## src/rtl/wake_clk_pkg.sv

```systemverilog
package wake_clk_pkg;
  typedef enum logic [2:0] {
    ST_RUN    = 3'd0,
    ST_STOP   = 3'd1,
    ST_HOLD   = 3'd2,
    ST_RING   = 3'd3,
    ST_SWITCH = 3'd4
  } wakeState_t;

  typedef struct packed {
    logic cntClr;
    logic cntEn;
    logic forceDiv1;
    logic divWrEn;
  } wakeStrobe_t;

  localparam logic [1:0] DIV_BY1 = 2'b10;
endpackage

```

## src/rtl/wake_clk_ctrl.sv

```systemverilog
module wake_clk_ctrl
  import wake_clk_pkg::*;
(
  input  logic        clk,
  input  logic        rstN,
  input  logic        xtalTick,
  input  logic        ringTick,
  input  logic        stopReq,
  input  logic        stopExit,
  input  logic        ringSelEn,
  input  logic        divWr,
  input  logic        cntDone,
  output wakeStrobe_t strobe,
  output logic        coreTick,
  output logic        onRing,
  output logic        xtalOn
);
  wakeState_t state, stateNext;

  always_ff @(posedge clk or negedge rstN) begin
    if (!rstN) state <= ST_RUN;
    else       state <= stateNext;
  end

  always_comb begin
    stateNext = state;
    unique case (state)
      ST_RUN:    if (stopReq) stateNext = ST_STOP;
      ST_STOP:   if (stopExit) stateNext = ringSelEn ? ST_RING : ST_HOLD;
      ST_HOLD:   if (stopReq) stateNext = ST_STOP;
                 else if (cntDone) stateNext = ST_RUN;
      ST_RING:   if (stopReq) stateNext = ST_STOP;
                 else if (cntDone) stateNext = ST_SWITCH;
      ST_SWITCH: if (stopReq) stateNext = ST_STOP;
                 else if (!xtalTick && !ringTick) stateNext = ST_RUN;
      default:   stateNext = ST_RUN;
    endcase
  end

  always_comb begin
    onRing = (state == ST_RING) || (state == ST_SWITCH);
    xtalOn = (state != ST_STOP);
    unique case (state)
      ST_RUN:             coreTick = xtalTick;
      ST_RING, ST_SWITCH: coreTick = ringTick;
      default:            coreTick = 1'b0;
    endcase
    strobe.cntClr    = (state == ST_STOP) && stopExit;
    strobe.cntEn     = ((state == ST_HOLD) || (state == ST_RING)) && !stopReq;
    strobe.forceDiv1 = (state == ST_STOP) && stopExit && ringSelEn;
    strobe.divWrEn   = divWr && !onRing;
  end
endmodule

```

## src/rtl/wake_clk_dp.sv

```systemverilog
module wake_clk_dp
  import wake_clk_pkg::*;
#(
  parameter int STARTUP_CNT = 65536
) (
  input  logic        clk,
  input  logic        rstN,
  input  logic        xtalTick,
  input  wakeStrobe_t strobe,
  input  logic [1:0]  divReq,
  output logic        cntDone,
  output logic [1:0]  divCode
);
  localparam int CW = (STARTUP_CNT > 2) ? $clog2(STARTUP_CNT) : 1;
  localparam logic [CW-1:0] LAST = CW'(STARTUP_CNT - 1);

  logic [CW-1:0] cnt;

  assign cntDone = strobe.cntEn && xtalTick && (cnt == LAST);

  always_ff @(posedge clk or negedge rstN) begin
    if (!rstN)                        cnt <= '0;
    else if (strobe.cntClr)           cnt <= '0;
    else if (strobe.cntEn && xtalTick) cnt <= cntDone ? '0 : cnt + 1'b1;
  end

  always_ff @(posedge clk or negedge rstN) begin
    if (!rstN)                  divCode <= DIV_BY1;
    else if (strobe.forceDiv1)  divCode <= DIV_BY1;
    else if (strobe.divWrEn)    divCode <= divReq;
  end
endmodule

```

## src/rtl/wake_clk_sel.sv

```systemverilog
module wake_clk_sel
  import wake_clk_pkg::*;
#(
  parameter int STARTUP_CNT = 65536
) (
  input  logic       clk,
  input  logic       rstN,
  input  logic       xtalTick,
  input  logic       ringTick,
  input  logic       stopReq,
  input  logic       stopExit,
  input  logic       ringSelEn,
  input  logic       divWr,
  input  logic [1:0] divReq,
  output logic       coreTick,
  output logic       wdtTick,
  output logic       xtalOn,
  output logic       onRing,
  output logic       divLock,
  output logic [1:0] divCode
);
  wakeStrobe_t strobe;
  logic        cntDone;

  wake_clk_ctrl ctrl_i (
    .clk(clk), .rstN(rstN), .xtalTick(xtalTick), .ringTick(ringTick),
    .stopReq(stopReq), .stopExit(stopExit), .ringSelEn(ringSelEn),
    .divWr(divWr), .cntDone(cntDone), .strobe(strobe),
    .coreTick(coreTick), .onRing(onRing), .xtalOn(xtalOn)
  );

  wake_clk_dp #(.STARTUP_CNT(STARTUP_CNT)) dp_i (
    .clk(clk), .rstN(rstN), .xtalTick(xtalTick), .strobe(strobe),
    .divReq(divReq), .cntDone(cntDone), .divCode(divCode)
  );

  assign wdtTick = xtalTick && xtalOn;
  assign divLock = onRing;
endmodule

```

## config.mk

```make
export PLATFORM = sky130hd
export DESIGN_NAME = wake_clk_sel
export DESIGN_NICKNAME = d
export VERILOG_FILES = /design/src/rtl/wake_clk_pkg.sv /design/src/rtl/wake_clk_ctrl.sv /design/src/rtl/wake_clk_dp.sv /design/src/rtl/wake_clk_sel.sv
export SDC_FILE = /design/constraint.sdc
export NUM_CORES = 1
export LEC_CHECK = 0
export BUFFER_PORTS_ARGS = -buffer_cell sky130_fd_sc_hd__buf_2
export CAP_MARGIN = 0
export CORE_MARGIN = 10
export CORE_UTILIZATION = 52
export DETAILED_ROUTE_END_ITERATION = 7
export GPL_TIMING_DRIVEN = 0
export PLACE_DENSITY = 0.78
export SYNTH_ARGS = -nofsm -noshare
export SYNTH_HDL_FRONTEND = slang
export SYNTH_HIERARCHICAL = 1
export SYNTH_SLANG_ARGS = --single-unit
```

## constraint.sdc

```tcl
create_clock -name clk -period 4.21 [get_ports clk]
set_input_delay 1.0525 -clock clk [delete_from_list [all_inputs] [get_ports clk]]
set_output_delay 1.0525 -clock clk [all_outputs]
set_load 0.01 [all_outputs]
```

Yosys cells after proc, flatten, opt, wreduce, memory -nomap -nowiden

Cells that the tools add are included.

Register bits after elaboration: 21
Input bits: 10
Logic and storage cells: 50
Output and inout port bits: 7

Reductions and logical operators: 19
Eq/ne operators: 11
Muxes and demuxes: 16
Add/sub/neg operators: 1

Operator list:

| operator                                      | count |
|---|---|
| 2-to-1 mux 16 bit                             | 3 |
| 2-to-1 mux 3 bit                              | 8 |
| adder 16 x 1 -> 16 bit, second input constant | 1 |
| == test 16 bit, second input constant         | 1 |
| one-hot mux 3 bit (5 select lines)            | 1 |
| != test 3 x 2 -> 1 bit, second input constant | 3 |
| logical AND 1 bit                             | 8 |
| == test 3 x 2 -> 1 bit, second input constant | 2 |
| AND reduction 5 bit                           | 1 |
| zero test 1 bit                               | 4 |
| 2-to-1 mux 2 bit                              | 2 |
| != test 2 bit, second input constant          | 2 |
| nonzero test 2 bit                            | 2 |
| == test 3 x 1 -> 1 bit, second input constant | 1 |
| == test 3 bit, second input constant          | 1 |
| zero test 3 bit                               | 1 |
| != test 3 x 1 -> 1 bit, second input constant | 1 |
| logical OR 1 bit                              | 2 |
| one-hot mux 1 bit (2 select lines)            | 1 |
| OR reduction 2 bit                            | 1 |
| 2-to-1 mux 1 bit                              | 1 |

Logic depth before layout (Yosys ltp)

Gate-level depths: netlist (run 1).

Depth in word-level cells: 8
Gate-level depth with buffers: 8
Mapped depth without buffers: 7

Hierarchy

Netlist (run 1), hierarchy kept.

By module, submodules not included:

| module        | area an instance (sq um) | cells each | times used | sequential area each (sq um) |
|---|---|---|---|---|
| wake_clk_dp   | 963.4                    | 102        | 1          | 451.7 |
| wake_clk_ctrl | 292.8                    | 33         | 1          | 75.1 |
| wake_clk_sel  | 13.8                     | 2          | 1          | 0.0 |

Worst setup path before layout (run 1)

Ideal clock, no wire load.

Path type: input-to-output
Start point: input ringTick
End point: output coreTick
Cell stages on the path: 2
Data required time: 3.158 ns
Data arrival time: 1.553 ns
Buffers on the path: 0
Path slack: 1.605 ns
Cells stage by stage: mux2_2 > a22o_1

Word-level cells in the longest chain between the ends: 1

Ends and longest elaborated chain:

| element                            | line                | RTL |
|---|---|---|
| start, declared                    | wake_clk_sel.sv:9   | `input logic ringTick,` |
| one-hot mux 1 bit (2 select lines) | wake_clk_ctrl.sv:43 | `unique case (state)` |
| end, declared                      | wake_clk_sel.sv:15  | `output logic coreTick,` |

No other way between the ends.

Worst setup path after layout (run 1)

Start point: input xtalTick
End point: output coreTick

Word-level cells in the longest chain between the ends: 1

Ends and longest elaborated chain:

| element                            | line                | RTL |
|---|---|---|
| start, declared                    | wake_clk_sel.sv:8   | `input logic xtalTick,` |
| one-hot mux 1 bit (2 select lines) | wake_clk_ctrl.sv:43 |  |

No other way between the ends.

==> results of run 1 <==
## final cells by class
cell class	instances	area [sq um]
Fill cell	207	864.6
Timing Repair Buffer	16	80.08
Multi-Input combinational cell	104	685.7
Tap cell	28	35.03
Sequential cell	21	526.8
Clock buffer	4	26.28
Inverter	8	30.03
Buffer	4	27.53
## path summary, 6_finish.rpt
check | start | to | depth (start not counted)
setup / recovery | xtalTick | coreTick | 4
hold / removal | dp_i/divCode[0] | dp_i/divCode[0] | 2
setup reg to reg | ctrl_i/state[2] | ctrl_i/state[0] | 8
hold reg to reg | dp_i/divCode[0] | dp_i/divCode[0] | 2
max in group asynchronous | rstN | dp_i/divCode[1] | 1
min in group asynchronous | rstN | dp_i/cnt[5] | 1
## metrics by stage
| step | util | power, uW | area [sq um] | hold WS, ns |
|---|---|---|---|---|
| floorplan | - | 433.5 | 1270 | 0.5045 |
| global placement | 0.6086 | 499.8 | 1385 | 0.5094 |
| detailed placement | 0.6086 | 507.2 | 1385 | 0.5290 |
| CTS | 0.6201 | 604.8 | 1411 | 0.5578 |
| global route | 0.6201 | 640.6 | 1411 | 0.5880 |
| finish | 0.6201 | 596.8 | 1411 | 0.5424 |
## metal layers
layer,vias to the layer above,share of wire,track usage
met5,-,0,0
met4,0,0.0037,0.04656
met3,2,0.063,0.02996
met2,27,0.49,0.1835
met1,525,0.44,0.1320
li1,536,-,-
## registers in the layout (all words and copies together), names as in the netlist
signal	flops
ctrl_i/state	3
dp_i/divCode	2
dp_i/cnt	16
## cells in the final DEF, fill, tap and decap left out, drive strengths merged
master / instances
nand2b: 2
nor3: 3
nor2: 14
clkbuf: 5
a22o: 1
o22ai: 1
a21o: 2
a2111oi: 1
dfstp: 1
or2: 2
nand4: 8
and3: 2
a32oi: 1
and2: 5
dfrtp: 20
a211o: 1
nand4b: 1
a2bb2oi: 1
nand3b: 1
xor2: 8
nor4: 3
inv: 8
mux2i: 1
or4: 3
or3: 4
nand2: 10
nor2b: 2
and4: 1
o21ai: 6
o2111ai: 1
o31ai: 2
o211ai: 1
mux2: 2
a211oi: 1
buf: 19
a21oi: 6
nand3: 6
ha: 1
## cells by family (layout without fill, tap and decap cells)
family,after synthesis,after routing,share of synthesized area
adder cells (fa/ha/maj),1,1,0.009851
AO/OA/AOI/OAI,25,25,0.1507
XOR/XNOR,8,8,0.05517
multiplexers,3,3,0.02857
AND/OR/NAND/NOR,67,67,0.2956
buffers and inverters,12,32,0.04532
flip-flops,21,21,0.4148
## power breakdown
group | internal [uW] | total [uW] | switching (uW)
clock | 36.9 | 94.8 | 57.9
sequential | 234 | 274 | 40.7
combinational | 102 | 228 | 125
## critical path, stage by stage
cell    delay, ns
buf_2        0.14
mux2_2       0.26
a22o_1       0.22
buf_2        0.13
==> out/results.txt, run 1 <==
syn avg cell area - 9.270 sq um
CTS tree - yes
htree depth - 1
clock slew at reported path FFs - 0.11 ns
critical path class - input port to output pin
Critical Path AT - 1.81 ns
Hold Fails Final Rpt - 0
synth cell count leaders - dfrtp_1, nor2_1, nand2_1
Leak - 0.0006286 uW
critical path fanouts, max - 8
TNS Setup - 0 ns
Post-Layout Cell Count - 185
r2r setup slk - 1.77 ns
placed cell count - 181
drt drc - 0
Antenna Diode Count - 0
Placement Rows - 17
total CTS buffers - 3
die height - 69.42 um
RSZ-0062 raised after global routing - no
drt pass-1 iters - 6
Post-Syn Nets - 148
Post-synth EDFFs - 0
TritonCTS sink count - 21
asr flop ratio synth - 1.000
Startpoint Class - input port
WP data required - 3.16 ns
clock root buffer - clkbuf_4
Yosys top cell area share - 0.3941
Syn. warnings - 6
sequential fraction of the synthesis area - 0.4148
Placer Congestion - 0.8158
Final Cycle Share - 0.6806
# Post-CTS Setup Buffers - 0
Worst Setup End Kind - output pin
Core ar. - 2276 sq um
Distinct cells, synth - 49
Setup-failing EPs final - 0
minimum clock period - 2.865 ns
most common cell in the netlist - dfrtp_1
Routed Antenna Nets - 0
initial antenna violation count - 0
vias in the first global route - 1,064
Synth Cell Area - 1270 sq um
Max Slew Vio Count - 0
initial DRC count - 63
Max-slew headroom - 0.4412
share of cells above drive strength 1 - 0.2229
skew final - 0.005003 ns
DR vias/cell - 5.892
die area - 4819 sq um
status - finished clean
final net count - 169
Initial Utilization - 0.5580
maximum vdd drop - 0.2502 mV
first-pass GRT wire length - 4.650 mm
width of the die - 69.42 um
Max Clk Rate - 349.0 MHz
PD cells - 422.9 nW/um^2
drt wl/cell - 14.42 um
FF+latch count, synth - 21
placed wire-length estimate - 2.065 mm
final wirelength - 2.667 mm
slew of the pin with the lowest slew margin - 0.8318 ns
Clock Path Buffers - 2
# resized after CTS - 0
gr usage total - 0.1114
Top FF cell, synth - dfrtp_1
layout overhead on the synthesized area - 11.13%
largest net degree at the start of global routing - 22
Hold-fix buffers, CTS - 0
Hold Path Class - register to register
Yosys top cell by area - dfrtp_1
Synth Instances - 137
Max Cap Viol - 0
final setup margin - 1.345 ns
# IOs - 17
Clk Latency, worst-skew pair - 0.30 ns
# port buffers - 16
pre-CTS setup slack - 1.247 ns
DR vias - 1,090
grt total ovfl - 0
largest cells by area after synthesis - dfrtp_1, xor2_1, nor2_1
No activity file was read; power rests on OpenSTA's default activity.
==> run 2: changes to the inputs <==
--- a/config.mk
+++ b/config.mk
@@ -8,10 +8,10 @@
 export BUFFER_PORTS_ARGS = -buffer_cell sky130_fd_sc_hd__buf_2
 export CAP_MARGIN = 0
 export CORE_MARGIN = 10
-export CORE_UTILIZATION = 52
+export CORE_UTILIZATION = 51
 export DETAILED_ROUTE_END_ITERATION = 7
 export GPL_TIMING_DRIVEN = 0
-export PLACE_DENSITY = 0.78
+export PLACE_DENSITY = 0.8
 export SYNTH_ARGS = -nofsm -noshare
 export SYNTH_HDL_FRONTEND = slang
 export SYNTH_HIERARCHICAL = 1
==> constraint.sdc (replaced) <==
create_clock -name clk -period 2.3 [get_ports clk]
set_input_delay 0.575 -clock clk [delete_from_list [all_inputs] [get_ports clk]]
set_output_delay 0.575 -clock clk [all_outputs]
set_load 0.01 [all_outputs]
==> run 2 against run 1 <==
  * Sequential share of layout area is 0.87 points lower
  * Register-to-register slack worse by 1.6 ns
  * Global-route usage is 0.74 points higher
  * Die area is 1.4% higher
  * Utilization is 2.6 points lower
  * Largest power group unchanged
==> out/results.txt, run 2 (synthesis gave the netlist of run 1 again) <==
DR vias/cell - 5.941 (was 5.892)
vias in the first global route - 1,116 (was 1,064)
Final Cycle Share - 0.9472
final wirelength - 2.891 mm (was 2.667 mm)
initial antenna violation count - 0 (unchanged)
max reg flops - 16 (unchanged)
Antenna Diode Count - 0 (unchanged)
Top delay family on crit path - simple AND/OR/NAND/NOR gates (was buffers and inverters)
crit-path cells - buf_6 -> nand2b_2 -> nor2_4 -> nand3_2 -> or4_1 -> buf_2 -> or3_1 -> a21oi_1 (was buf_2 -> mux2_2 -> a22o_1 -> buf_2)
Max Clk Rate - 459.0 MHz
Hold Path Class - input port to async pin (was register to register)
Core ar. - 2432 sq um (was 2276 sq um)
# Post-CTS Setup Buffers - 0 (unchanged)
crit path buf inv count - 2 (unchanged)
die area - 4886 sq um (was 4819 sq um)
total power - 1121 uW (was 596.8 uW)
grt total ovfl - 0 (unchanged)
largest reg by FF count - dp_i/cnt (unchanged)
share of cells above drive strength 1 - 0.2484 (was 0.2229)
placed wire-length estimate - 2.190 mm (was 2.065 mm)
Routed Antenna Nets - 0 (unchanged)
hold slack - 0.2121 ns (was 0.5424 ns)
placed cell count - 183 (was 181)
clock root buffer - clkbuf_4 (unchanged)
die height - 69.90 um (was 69.42 um)
Initial Utilization - 0.5221 (was 0.5580)
drt pass-1 iters - 4 (was 6)
initial DRC count - 76 (was 63)
final net count - 169 (unchanged)
Leak - 0.0006312 uW (was 0.0006286 uW)
Placer Congestion - 0.8489 (was 0.8158)
Worst Setup End Kind - register (was output pin)
slew of the pin with the lowest slew margin - 0.4930 ns (was 0.8318 ns)
critical path class - register to register (was input port to output pin)
biggest registers after layout - dp_i/cnt: 16 flops, ctrl_i/state: 3 flops, dp_i/divCode: 2 flops (unchanged)
most frequent cells in the layout - dfrtp_1, buf_2, nor2_1 (unchanged)
Setup-failing EPs final - 0 (unchanged)
CP max-delay cell - or4_1 (was mux2_2)
PD cells - 775.7 nW/um^2 (was 422.9 nW/um^2)
Startpoint Class - register (was input port)
first-pass GRT wire length - 5.030 mm (was 4.650 mm)
Clk Latency, worst-skew pair - 0.30 ns (about the same)
TritonCTS sink count - 21 (unchanged)
critical path fanouts, max - 9 (was 8)
# port buffers - 16 (unchanged)
drt wl/cell - 15.46 um (was 14.42 um)
# IOs - 17 (unchanged)
gr usage total - 0.1188 (was 0.1114)
total CTS buffers - 3 (unchanged)
pre-CTS setup slack - -0.1623 ns (was 1.247 ns)
Clock Path Buffers - 2 (unchanged)
drt drc - 0 (unchanged)
final setup margin - 0.1213 ns (was 1.345 ns)
clock slew at reported path FFs - 0.11 ns (about the same)
Placement Rows - 18 (was 17)
RSZ-0062 raised after global routing - yes (was no)
Max Slew Vio Count - 0 (unchanged)
minimum clock period - 2.179 ns
Max-slew headroom - 0.6696 (was 0.4412)
TNS Setup - 0 ns (unchanged)
Critical Path AT - 2.41 ns (was 1.81 ns)
DR vias - 1,111 (was 1,090)
Hold Fails Final Rpt - 0 (unchanged)
status - finished clean (unchanged)
commonest non-fill, non-tap cell in the layout - dfrtp_1 (unchanged)
width of the die - 69.90 um (was 69.42 um)
layout overhead on the synthesized area - 13.79% (was 11.13%)
WP data required - 2.53 ns (was 3.16 ns)
skew final - 0.007386 ns (was 0.005003 ns)
max incr delay on CP - 0.46 ns (was 0.26 ns)
maximum vdd drop - 0.4573 mV (was 0.2502 mV)
Max Cap Viol - 0 (unchanged)
largest net degree at the start of global routing - 22 (unchanged)
CTS tree - yes (unchanged)
htree depth - 1 (unchanged)
Post-Layout Cell Count - 187 (was 185)
run 2: cell counts in the layout (fill, tap and decap cells not counted):
Identical to the previous run, type by type.
run 2: through the flow:
step	util	area [sq um]
2_1_floorplan	-	1270
3_3_place_gp	0.5705	1388
3_5_place_dp	0.5705	1388
4_1_cts	0.5900	1435
5_1_grt	0.5941	1445
6_report	0.5941	1445
run 2: final timing paths:
check,from,endpoint,slack [ns],cells after the start
setup / recovery,ctrl_i/state[2],dp_i/cnt[14],0.12,8
hold / removal,rstN,ctrl_i/state[1],0.21,1
setup reg to reg,ctrl_i/state[2],dp_i/cnt[14],0.12,8
hold reg to reg,dp_i/divCode[0],dp_i/divCode[0],0.54,2
max in group asynchronous,rstN,dp_i/divCode[1],1.75,1
min in group clk,divReq[1],dp_i/divCode[1],0.50,2
run 2: final cells by class:
cell class	count	area, sq um
inverter	8	30.03
sequential	21	526.8
fill	209	987.2
clock buffer	4	26.28
buffer	4	27.53
multi-input combinational	104	716.9
tap	30	37.54
timing repair buffer	16	80.08
run 2: metal layers:
layer / up-vias / track usage / share of wire
met2: 39 / 0.1913 / 0.49
met4: 0 / 0.05263 / 0.021
met3: 8 / 0.03531 / 0.066
met1: 526 / 0.1419 / 0.43
li1: 538 / - / -
met5: - / 0 / 0
run 2: worst reg2reg max path, cell delays in order, from the launching register on:
cell      delay [ns]
dfrtp_1         0.39
buf_6           0.14
nand2b_2        0.21
nor2_4          0.17
nand3_2         0.13
or4_1           0.47
buf_2           0.17
or3_1           0.31
a21oi_1         0.14
run 2: what timing repair did:
item | in CTS | in global routing
hold endpoints to repair | 0 | 0
setup endpoints to repair | 12 | 12
gates resized for setup | 4 | 2
hold buffers | 0 | 0
run 2: where the power goes:
part	switching [uW]	internal, uW
sequential	78.8	428
clock	104	67.5
combinational	249	194
==> run 3: changes to the inputs <==
==> constraint.sdc (replaced) <==
create_clock -name clk -period 2.3 [get_ports clk]
set_input_delay 0 -clock clk [delete_from_list [all_inputs] [get_ports clk]]
set_output_delay 0 -clock clk [all_outputs]
set_load 0.01 [all_outputs]
==> run 3 against run 2 <==
  * Setup slack better by 0.0024 ns
  * Combinational power is 1% higher
  * Hold slack worse by 0.17 ns
  * Sequential power hardly changed
  * Non-clock buffer count is 4 higher
  * Clock skew hardly changed
  * Total power is 0.49% higher
  * Largest power group unchanged
==> out/results.txt, run 3 (synthesis gave the netlist of run 1 again) <==
Max Clk Rate - 459.5 MHz (was 459.0 MHz)
final core occ - 0.6106 (was 0.5941)
Clock Path Buffers - 2 (unchanged)
first-pass GRT wire length - 5.057 mm (was 5.030 mm)
Routed Antenna Nets - 0 (unchanged)
r2r setup slk - 0.12 ns (about the same)
drt pass-1 iters - 4 (unchanged)
vias in the first global route - 1,125 (was 1,116)
clock root buffer - clkbuf_4 (unchanged)
total CTS buffers - 3 (unchanged)
grt total ovfl - 0 (unchanged)
Area after DPL - 1388 sq um (unchanged)
final net count - 173 (was 169)
TritonCTS sink count - 21 (unchanged)
RSZ-0062 raised after global routing - yes (unchanged)
Placer Congestion - 0.8489 (unchanged)
Max Slew Vio Count - 0 (unchanged)
largest reg by FF count - dp_i/cnt (unchanged)
Hold Path Class - input port to register (was input port to async pin)
critical path fanouts, max - 9 (unchanged)
PD cells - 758.5 nW/um^2 (was 775.7 nW/um^2)
most frequent cells in the layout - dfrtp_1, buf_2, nor2_1 (unchanged)
Critical Path AT - 2.41 ns (about the same)
Final Cycle Share - 0.9462 (was 0.9472)
critical path class - register to register (unchanged)
crit path buf inv count - 2 (unchanged)
Antenna Diode Count - 0 (unchanged)
WP data required - 2.53 ns (about the same)
Core ar. - 2432 sq um (unchanged)
minimum clock period - 2.176 ns (was 2.179 ns)
DR vias - 1,117 (was 1,111)
skew final - 0.007399 ns (was 0.007386 ns)
CTS tree - yes (unchanged)
Max Cap Viol - 0 (unchanged)
# port buffers - 16 (unchanged)
die height - 69.90 um (unchanged)
status - finished clean (unchanged)
hold_sp - ringSelEn
htree depth - 1 (unchanged)
placed cell count - 183 (unchanged)
# IOs - 17 (unchanged)
Top delay family on crit path - simple AND/OR/NAND/NOR gates (unchanged)
slew of the pin with the lowest slew margin - 0.5018 ns (was 0.4930 ns)
maximum vdd drop - 0.4580 mV (was 0.4573 mV)
Placement Rows - 18 (unchanged)
crit-path cells - buf_6 -> nand2b_2 -> nor2_4 -> nand3_2 -> or4_1 -> buf_2 -> or3_1 -> a21oi_1 (unchanged)
drt drc - 0 (unchanged)
# Post-CTS Setup Buffers - 0 (unchanged)
Post-Layout Cell Count - 191 (was 187)
Worst R2R Start - ctrl_i/state[2] (unchanged)
Leak - 0.0006479 uW (was 0.0006312 uW)
layout overhead on the synthesized area - 16.95% (was 13.79%)
Initial Utilization - 0.5221 (unchanged)
Max-slew headroom - 0.6636 (was 0.6696)
largest net degree at the start of global routing - 22 (unchanged)
placed wire-length estimate - 2.190 mm (unchanged)
die area - 4886 sq um (unchanged)
Setup-failing EPs final - 0 (unchanged)
clock slew at reported path FFs - 0.11 ns (about the same)
CP Launch Point - ctrl_i/state[2] (unchanged)
final wirelength - 2.934 mm (was 2.891 mm)
initial DRC count - 86 (was 76)
Hold Fails Final Rpt - 0 (unchanged)
gr usage total - 0.1195 (was 0.1188)
Clk Latency, worst-skew pair - 0.30 ns (about the same)
Worst Setup End Kind - register (unchanged)
max reg flops - 16 (unchanged)
drt wl/cell - 15.36 um (was 15.46 um)
design area - 1485 sq um (was 1445 sq um)
width of the die - 69.90 um (unchanged)
initial antenna violation count - 0 (unchanged)
CP max-delay cell - or4_1 (unchanged)
commonest non-fill, non-tap cell in the layout - dfrtp_1 (unchanged)
max incr delay on CP - 0.46 ns (about the same)
Startpoint Class - register (unchanged)
biggest registers after layout - dp_i/cnt: 16 flops, ctrl_i/state: 3 flops, dp_i/divCode: 2 flops (unchanged)
DR vias/cell - 5.848 (was 5.941)
share of cells above drive strength 1 - 0.2422 (was 0.2484)
==> run 3: stage by stage <==
step	TNS [ns]	setup slack, ns	hold slack (ns)	total power, uW
after floorplan	0	0.1488	-0.2956	793.4
after global placement	-0.3132	-0.08516	-0.02359	912.4
after detailed placement	-0.7367	-0.09234	-0.01881	938.7
after CTS	0	0.06160	0.03811	1127
after global routing	-0.03911	-0.02689	0.05328	1213
final	0	0.1238	0.03759	1127
==> run 3: what timing repair did <==
item,4_1_cts,5_1_grt
hold buffers,4,0
gates cloned,0,0
hold endpoints to repair,24,0
setup endpoints to repair,12,12
gates resized for setup,4,2
==> run 3: path summary, 6_finish.rpt <==
check | end | cells past startpoint
max in group asynchronous | dp_i/divCode[1] | 2
setup / recovery | dp_i/cnt[14] | 8
hold / removal | dp_i/divCode[0] | 3
hold reg to reg | dp_i/divCode[0] | 2
setup reg to reg | dp_i/cnt[14] | 8
min in group asynchronous | ctrl_i/state[1] | 2
==> run 3: final cells by class <==
class                      instances  area, sq um
fill                             203        947.2
multi-input combinational        104        716.9
sequential                        21        526.8
timing repair buffer              20        120.1
tap                               30        37.54
inverter                           8        30.03
buffer                             4        27.53
clock buffer                       4        26.28
==> run 3: power by group <==
group,total [uW],leakage [uW],internal (uW),switching [uW]
Clock,171,0.0000150,67.5,104
Sequential,507,0.000278,428,78.9
Combinational,448,0.000355,198,250
==> run 3: metal layers <==
metal / up-vias / track usage / part of all wire
met4: 0 / 0.05263 / 0.020
met2: 41 / 0.1954 / 0.49
li1: 544 / - / -
met1: 524 / 0.1407 / 0.42
met5: - / 0 / 0
met3: 8 / 0.03531 / 0.066
==> run 3: worst min-delay path: stages <==
cell and delay (ns):
buf_2 0.10, and2_1 0.15, nor2_1 0.05
